**src/rtl/hsjc_pkg.sv**
```systemverilog
package hsjc_pkg;
  localparam int NUM_BTN = 5;
  localparam int CODE_W  = 5;
  localparam int IDX_W   = $clog2(NUM_BTN);
  localparam int IRQ_W   = 8;
  localparam int IRQ_SW    = 7;
  localparam int IRQ_MIC   = 6;
  localparam int IRQ_PRESS = 5;
  localparam int IRQ_REL   = 4;
  localparam logic [IRQ_W-1:0] IRQ_IMPL = 8'hF0;

  typedef struct packed {
    logic             ok;
    logic [IDX_W-1:0] idx;
  } btn_dec_t;

  // Thermometer result: k low ones selects button k.
  function automatic btn_dec_t therm_decode(input logic [CODE_W-1:0] code);
    btn_dec_t r;
    r.ok  = 1'b0;
    r.idx = '0;
    for (int k = 0; k < NUM_BTN; k++) begin
      if (code == CODE_W'((1 << k) - 1)) begin
        r.ok  = 1'b1;
        r.idx = IDX_W'(k);
      end
    end
    return r;
  endfunction

  function automatic logic [NUM_BTN-1:0] btn_onehot(input logic [IDX_W-1:0] idx);
    return NUM_BTN'(1) << idx;
  endfunction
endpackage

```
**src/rtl/hsjc_debounce.sv**
```systemverilog
module hsjc_debounce #(
  parameter int LEN = 16
) (
  input  logic clk,
  input  logic rst_n,
  input  logic tick,
  input  logic din,
  output logic state,
  output logic evt
);
  localparam int CW = $clog2(LEN + 1);
  logic [CW-1:0] cnt;
  logic          differ;

  assign differ = (din != state);
  assign evt    = tick && differ && (cnt == CW'(LEN - 1));

  always_ff @(posedge clk or negedge rst_n) begin
    if (!rst_n) begin
      cnt   <= '0;
      state <= 1'b0;
    end else if (!differ) begin
      cnt <= '0;
    end else if (tick) begin
      if (evt) begin
        cnt   <= '0;
        state <= din;
      end else begin
        cnt <= cnt + 1'b1;
      end
    end
  end

  AST_CNT_IN_WINDOW: assert property (@(posedge clk) disable iff (!rst_n)
    cnt < CW'(LEN)) else $error("counter left window");
  AST_STATE_ON_TICK: assert property (@(posedge clk) disable iff (!rst_n)
    !tick |=> $stable(state)) else $error("state moved without tick");
endmodule

```
**src/rtl/hsjc_classify.sv**
```systemverilog
module hsjc_classify
  import hsjc_pkg::*;
(
  input  logic              clk,
  input  logic              rst_n,
  input  logic              ins_evt,
  input  logic              rem_evt,
  input  logic              press_evt,
  input  logic              rel_evt,
  input  logic [CODE_W-1:0] code,
  output logic              hp_present,
  output logic              hs_present,
  output logic [NUM_BTN-1:0] btn_state,
  output logic              code_err,
  output logic              detect_mode
);
  logic     probe;
  btn_dec_t dec;

  assign dec = therm_decode(code);

  always_ff @(posedge clk or negedge rst_n) begin
    if (!rst_n) begin
      probe       <= 1'b0;
      hp_present  <= 1'b0;
      hs_present  <= 1'b0;
      btn_state   <= '0;
      code_err    <= 1'b0;
      detect_mode <= 1'b1;
    end else begin
      if (press_evt) begin
        if (!dec.ok)                                code_err  <= 1'b1;
        else if (detect_mode && dec.idx == '0)      probe     <= 1'b1;
        else                                        btn_state <= btn_onehot(dec.idx);
      end
      if (rel_evt) begin
        btn_state <= '0;
        if (detect_mode && code == '0) probe <= 1'b0;
      end
      if (ins_evt) begin
        hp_present  <= probe;
        hs_present  <= !probe;
        detect_mode <= 1'b0;
      end
      if (rem_evt) begin
        hp_present  <= 1'b0;
        hs_present  <= 1'b0;
        btn_state   <= '0;
        probe       <= 1'b0;
        detect_mode <= 1'b1;
      end
    end
  end

  AST_BTN_ONEHOT: assert property (@(posedge clk) disable iff (!rst_n)
    $onehot0(btn_state)) else $error("two buttons held");
  AST_ERR_STICKY: assert property (@(posedge clk) disable iff (!rst_n)
    code_err |=> code_err) else $error("error flag fell");
  AST_BAD_CODE_NO_BTN: assert property (@(posedge clk) disable iff (!rst_n)
    (press_evt && !dec.ok && !rem_evt) |=> $stable(btn_state)) else $error("bad code moved buttons");
  AST_PLUG_EXCL: assert property (@(posedge clk) disable iff (!rst_n)
    !(hp_present && hs_present)) else $error("both plug kinds");
  AST_DETECT_EMPTY: assert property (@(posedge clk) disable iff (!rst_n)
    detect_mode |-> (!hp_present && !hs_present)) else $error("plug held in detection");
endmodule

```
**src/rtl/hsjc_irq.sv**
```systemverilog
module hsjc_irq
  import hsjc_pkg::*;
(
  input  logic             clk,
  input  logic             rst_n,
  input  logic [IRQ_W-1:0] cause,
  input  logic [IRQ_W-1:0] en_set,
  input  logic [IRQ_W-1:0] en_clr,
  input  logic [IRQ_W-1:0] ack,
  output logic [IRQ_W-1:0] status,
  output logic [IRQ_W-1:0] en,
  output logic             irq
);
  always_ff @(posedge clk or negedge rst_n) begin
    if (!rst_n) begin
      status <= '0;
      en     <= '0;
    end else begin
      status <= ((status & ~ack) | cause) & IRQ_IMPL;
      en     <= (en | en_set) & ~en_clr & IRQ_IMPL;
    end
  end

  assign irq = |(status & en);

  AST_ACK_CLEARS: assert property (@(posedge clk) disable iff (!rst_n)
    (ack[IRQ_SW] && !cause[IRQ_SW]) |=> !status[IRQ_SW]) else $error("ack ignored");
  AST_CAUSE_LATCHES: assert property (@(posedge clk) disable iff (!rst_n)
    cause[IRQ_PRESS] |=> status[IRQ_PRESS]) else $error("cause lost");
  AST_CLR_WINS: assert property (@(posedge clk) disable iff (!rst_n)
    en_clr[IRQ_SW] |=> !en[IRQ_SW]) else $error("enable clear lost");
endmodule

```
**src/rtl/hs_jack_classifier.sv**
```systemverilog
module hs_jack_classifier
  import hsjc_pkg::*;
#(
  parameter int INS_MS = 256,
  parameter int BTN_MS = 16
) (
  input  logic        clk,
  input  logic        rst_n,
  input  logic        tick_1ms,
  input  logic        jack_sw,
  input  logic        mic_det,
  input  logic        btn_det,
  input  logic [4:0]  btn_code,
  input  logic [7:0]  int_en_set,
  input  logic [7:0]  int_en_clr,
  input  logic [7:0]  int_ack,
  output logic        irq,
  output logic [7:0]  int_status,
  output logic [7:0]  int_en,
  output logic        hp_present,
  output logic        hs_present,
  output logic [4:0]  btn_state,
  output logic        code_err,
  output logic        detect_mode,
  output logic        look_for_ins,
  output logic        mic_present
);
  logic plugged, sw_evt, mic_evt, btn_lvl, btn_evt;
  logic ins_evt, rem_evt, press_evt, rel_evt;
  logic [IRQ_W-1:0] cause;

  hsjc_debounce #(.LEN(INS_MS)) u_sw (
    .clk(clk), .rst_n(rst_n), .tick(tick_1ms), .din(jack_sw),
    .state(plugged), .evt(sw_evt));
  hsjc_debounce #(.LEN(INS_MS)) u_mic (
    .clk(clk), .rst_n(rst_n), .tick(tick_1ms), .din(mic_det),
    .state(mic_present), .evt(mic_evt));
  hsjc_debounce #(.LEN(BTN_MS)) u_btn (
    .clk(clk), .rst_n(rst_n), .tick(tick_1ms), .din(btn_det),
    .state(btn_lvl), .evt(btn_evt));

  // Named events, visible to assertions.
  assign ins_evt      = sw_evt && !plugged;
  assign rem_evt      = sw_evt && plugged;
  assign press_evt    = btn_evt && !btn_lvl;
  assign rel_evt      = btn_evt && btn_lvl;
  assign look_for_ins = !plugged;

  always_comb begin
    cause            = '0;
    cause[IRQ_SW]    = sw_evt;
    cause[IRQ_MIC]   = mic_evt;
    cause[IRQ_PRESS] = press_evt;
    cause[IRQ_REL]   = rel_evt;
  end

  hsjc_classify u_cls (
    .clk(clk), .rst_n(rst_n), .ins_evt(ins_evt), .rem_evt(rem_evt),
    .press_evt(press_evt), .rel_evt(rel_evt), .code(btn_code),
    .hp_present(hp_present), .hs_present(hs_present), .btn_state(btn_state),
    .code_err(code_err), .detect_mode(detect_mode));

  hsjc_irq u_irq (
    .clk(clk), .rst_n(rst_n), .cause(cause), .en_set(int_en_set),
    .en_clr(int_en_clr), .ack(int_ack), .status(int_status),
    .en(int_en), .irq(irq));

  AST_SWITCH_ALTERNATES: assert property (@(posedge clk) disable iff (!rst_n)
    sw_evt |=> (look_for_ins != $past(look_for_ins))) else $error("switch did not flip");
  AST_INS_LEAVES_DETECT: assert property (@(posedge clk) disable iff (!rst_n)
    ins_evt |=> !detect_mode) else $error("still detecting");
  AST_REL_CLEARS_BTN: assert property (@(posedge clk) disable iff (!rst_n)
    rel_evt |=> (btn_state == '0)) else $error("button survived release");
endmodule

```
**config.mk**
```make
export PLATFORM = sky130hd
export DESIGN_NAME = hs_jack_classifier
export DESIGN_NICKNAME = d
export VERILOG_FILES = /design/src/rtl/hsjc_pkg.sv /design/src/rtl/hsjc_debounce.sv /design/src/rtl/hsjc_classify.sv /design/src/rtl/hsjc_irq.sv /design/src/rtl/hs_jack_classifier.sv
export SDC_FILE = /design/constraint.sdc
export NUM_CORES = 1
export LEC_CHECK = 0
export BUFFER_PORTS_ARGS = -buffer_cell sky130_fd_sc_hd__buf_2
export CAP_MARGIN = 5
export CORE_MARGIN = 3
export CORE_UTILIZATION = 35
export CTS_CLUSTER_DIAMETER = 100
export CTS_CLUSTER_SIZE = 20
export DETAILED_ROUTE_END_ITERATION = 10
export PLACE_DENSITY = 0.69
export SETUP_SLACK_MARGIN = 0.02
export SLEW_MARGIN = 20
export SYNTH_ARGS = -nofsm -noshare
export SYNTH_HDL_FRONTEND = slang
export SYNTH_HIERARCHICAL = 1
export SYNTH_SLANG_ARGS = --single-unit
```
**constraint.sdc**
```tcl
create_clock -name clk -period 3.05 [get_ports clk]
set_clock_uncertainty 0.1 [all_clocks]
set_input_delay 0.4575 -clock clk [delete_from_list [all_inputs] [get_ports clk]]
set_output_delay 0.4575 -clock clk [all_outputs]
set_load 0.005 [all_outputs]
```
==> results.txt <==
- Run status: finished clean
- The number of antenna violations at the first check in global routing was 0.
* Antenna diode count: 0
* Clk Tree Root Cell: sky130_fd_sc_hd__clkbuf_8
* Leftover overflow at the end of global routing: 0
- Number of routed nets with antenna violations: 0
* Die ar.: 7530 um2
- Setup violations remaining at the end of the flow were counted as 0.
- The critical path goes through ha_1, nand2_1, nor2b_1, nand2_1, nor2_1, and2_1, nor2_2, nand4_1, or2_2, mux2i_1.
* Leakage: 1.37 nW
* # port buffers: 42
- Once detailed placement completed, the half-perimeter wirelength came to 3220 um.
- Across all layers, the routed design uses 1756 vias.
- Peak Freq: 0.424 GHz
- Setup Fix Bufs, Post-CTS: 0
* Fin Setup TNS: 0 ns
- Final Power: 0.00113 W
- VDD sags by at most 0.246 mV.
- The clock tree synthesis step divided the H-tree into 2 levels.
- After floorplanning, the core was divided into 28 placement rows.
- Power spent charging and discharging nets: 0.000259 W
- Global routing usage on met1: 0.148
- The floorplan step set the die height to 86.8 um.
- Layout Nets: 306
- Cell count along the critical path: 10
- PwrDens: 423 nW/um2
- I/O pins: 63
- First-pass GRT wire length: 7340 um
* Post-cts hold buffer count: 0
- Worst slew margin: 0.371
* Cell Int Power: 0.000869 W
* Via-per-instance ratio: 5.10
* Detailed router's first-iteration violation count: 56
- In this run the worst path has a maximum fanout of 8.
- CTS clock-pin slew for the worst setup and hold paths: 0.08 ns
- FILL cells: 586
- For this run, the slowest stage of the critical path takes 0.44 ns.
- Fraction of power consumed by sequential logic: 0.536
- In the finished design, the share of the clock period the worst path needs comes to 0.773.
- Number of gates given a new drive strength after cts: 0
- In this run the worst setup path begins at u_sw/cnt[0].
- Number of detailed-routing iterations run before antenna repair: 4
- The floorplan step set the die width to 86.8 um.
- Crit path DAT: 2.48 ns
- For this run, the total global-route usage over all layers was measured as 0.120.
- Across all register-to-register paths, the minimum setup slack is 0.69 ns.
- Clock latency on the worst-skew pair, taken at its later pin, is 0.29 ns.
* Ys Warns: 6
- The number of global-route vias before repair came to 1682.
- In the routed design, unresolved DRC markers number 0.
- Maximum number of pins on one net before global-route repair: 45
* Max stage delay cell, worst path: sky130_fd_sc_hd__dfrtp_1
- Final cell utilization of the core: 0.436
- Max-cap violations in this run came to 0.
* Share of power burned in combinational logic: 0.076
- Post-detailed-routing wire length: 4330 um
* Met3 Resource Use GR: 0.0285
* Final hold violations: 0
- The finished layout holds 344 standard cells, fillers aside.
- The startpoint identified for the worst register-to-register timing path is u_sw/cnt[0].
* CP Data Required Time: 3.17 ns
- Setup repair after global routing left no endpoint under its margin.
- Routing usage on met2: 0.202
- Switching Fraction: 0.230
- TritonCTS clock tree: yes
* Last element of the critical path: u_cls/btn_state[4]
- Compared with the post-synthesis result, the final layout area differs by 17.1%.
- STA classifies the critical path startpoint as a flop.
* Crit path max-delay family: simple AND/OR/NAND/NOR gates
- The congestion estimate from routability-driven global placement came to 0.738.
- Average wire per standard cell: 12.6 um
- Cell repeated most along the worst path: sky130_fd_sc_hd__nand2_1
- Core area: 6130 um2
- The min-delay analysis places its worst path in the category in2async.
- The critical path is of the reg2reg type.
- Actual slew at the worst max-slew pin: 0.943 ns
- Reg2reg end: u_cls/btn_state[4]
- In this run the deepest clock path goes through 2 buffers.
- Of the total power, the clock network draws 0.388.
- Bufs and invs on worst path: 0
* Instance count after placement with tap cells included: 336
- Proportion of layout cells with a drive suffix above 1: 0.279
- Mean Syn Cell Area: 10.4 um2
- After global routing, the most crowded layer is met2.
* Clock buffers created by TritonCTS: 5
* Starting utilization of the core area: 0.372
- Setup crit end kind: flop
- The smallest clock period supported by the final layout is computed as 2.36 ns.
* Count of clock tree sinks: 44
- Post-synthesis cell count: 219
- Final number of max-transition violations: 0
* R2R depth: 10
- Area of the mapped netlist: 2280 um2
-- registers in the layout, indices dropped and copies added (netlist names) --
name	cells
u_mic/cnt	9
u_sw/cnt	9
u_btn/cnt	5
u_cls/btn_state	5
u_irq/en	4
u_irq/status	4
u_btn/state	1
u_cls/code_err	1
u_cls/detect_mode	1
u_cls/hp_present	1
u_cls/hs_present	1
u_cls/probe	1
u_mic/state	1
u_sw/state	1
-- layer usage --
metal,wire [um],vias to the layer above
met1,1980,837
li1,-,867
met5,0,-
met2,2000,45
met3,275,7
met4,76,0
-- layout make-up --
cell class	count	area (um2)	share of cell area
multi-input combinational	163	1100	0.414
sequential	44	1100	0.413
timing repair buffer	43	218	0.0815
tap	75	93.8	0.0351
clock buffer	5	68.8	0.0258
clock inverter	3	42.5	0.0159
inverter	11	41.3	0.0155
-- worst min path at each step --
stage	from	endpoint	slack, ns
final	rst_n	u_sw/cnt[4]	0.21
after floorplan	rst_n	u_btn/cnt[0]	0.06
after detailed placement	u_cls/code_err	u_cls/code_err	0.34
after global placement	u_cls/code_err	u_cls/code_err	0.34
after global routing	int_en_clr[5]	u_irq/en[5]	0.19
after CTS	int_en_clr[6]	u_irq/en[6]	0.20
-- worst reg2reg max path, stage by stage, from the launching register on --
cell and delay (ns):
sky130_fd_sc_hd__dfrtp_1 0.44, sky130_fd_sc_hd__ha_1 0.31, sky130_fd_sc_hd__nand2_1 0.12, sky130_fd_sc_hd__nor2b_1 0.07, sky130_fd_sc_hd__nand2_1 0.09, sky130_fd_sc_hd__nor2_1 0.06
sky130_fd_sc_hd__and2_1 0.24, sky130_fd_sc_hd__nor2_2 0.29, sky130_fd_sc_hd__nand4_1 0.16, sky130_fd_sc_hd__or2_2 0.29, sky130_fd_sc_hd__mux2i_1 0.12
-- per-stage QoR --
stage / worst slack (ns) / hold slack (ns) / instance area (um2)
after floorplan: 0.983 / 0.0619 / 2310
after CTS: 0.684 / 0.195 / 2670
after global placement: 0.728 / 0.344 / 2560
final: 0.691 / 0.206 / 2670
after detailed placement: 0.691 / 0.339 / 2560
after global routing: 0.478 / 0.193 / 2670
-- power groups by stage --
stage          Clock, W  Combinational, W  Sequential (W)
3_3_place_gp          0         0.0000855        0.000616
3_5_place_dp          0         0.0000876        0.000617
4_1_cts        0.000453         0.0000880        0.000605
6_report       0.000437         0.0000863        0.000605
2_1_floorplan         0         0.0000489        0.000615
5_1_grt        0.000476         0.0000985        0.000607
-- cells in the final DEF (no fill, tap or decap), types with 3 or more instances in the layout --
master	instances
sky130_fd_sc_hd__a21o_1	5
sky130_fd_sc_hd__a21oi_1	5
sky130_fd_sc_hd__a31oi_1	5
sky130_fd_sc_hd__a41oi_1	6
sky130_fd_sc_hd__buf_2	42
sky130_fd_sc_hd__clkbuf_8	5
sky130_fd_sc_hd__conb_1	8
sky130_fd_sc_hd__dfrtp_1	43
sky130_fd_sc_hd__ha_1	3
sky130_fd_sc_hd__inv_1	11
sky130_fd_sc_hd__mux2_1	3
sky130_fd_sc_hd__mux2i_1	5
sky130_fd_sc_hd__nand2_1	24
sky130_fd_sc_hd__nand2b_1	5
sky130_fd_sc_hd__nand3_1	11
sky130_fd_sc_hd__nand4_1	6
sky130_fd_sc_hd__nor2_1	25
sky130_fd_sc_hd__nor2b_1	4
sky130_fd_sc_hd__o211ai_1	3
sky130_fd_sc_hd__or2_2	3
sky130_fd_sc_hd__xor2_1	5
(Power assumes the default switching activity.)
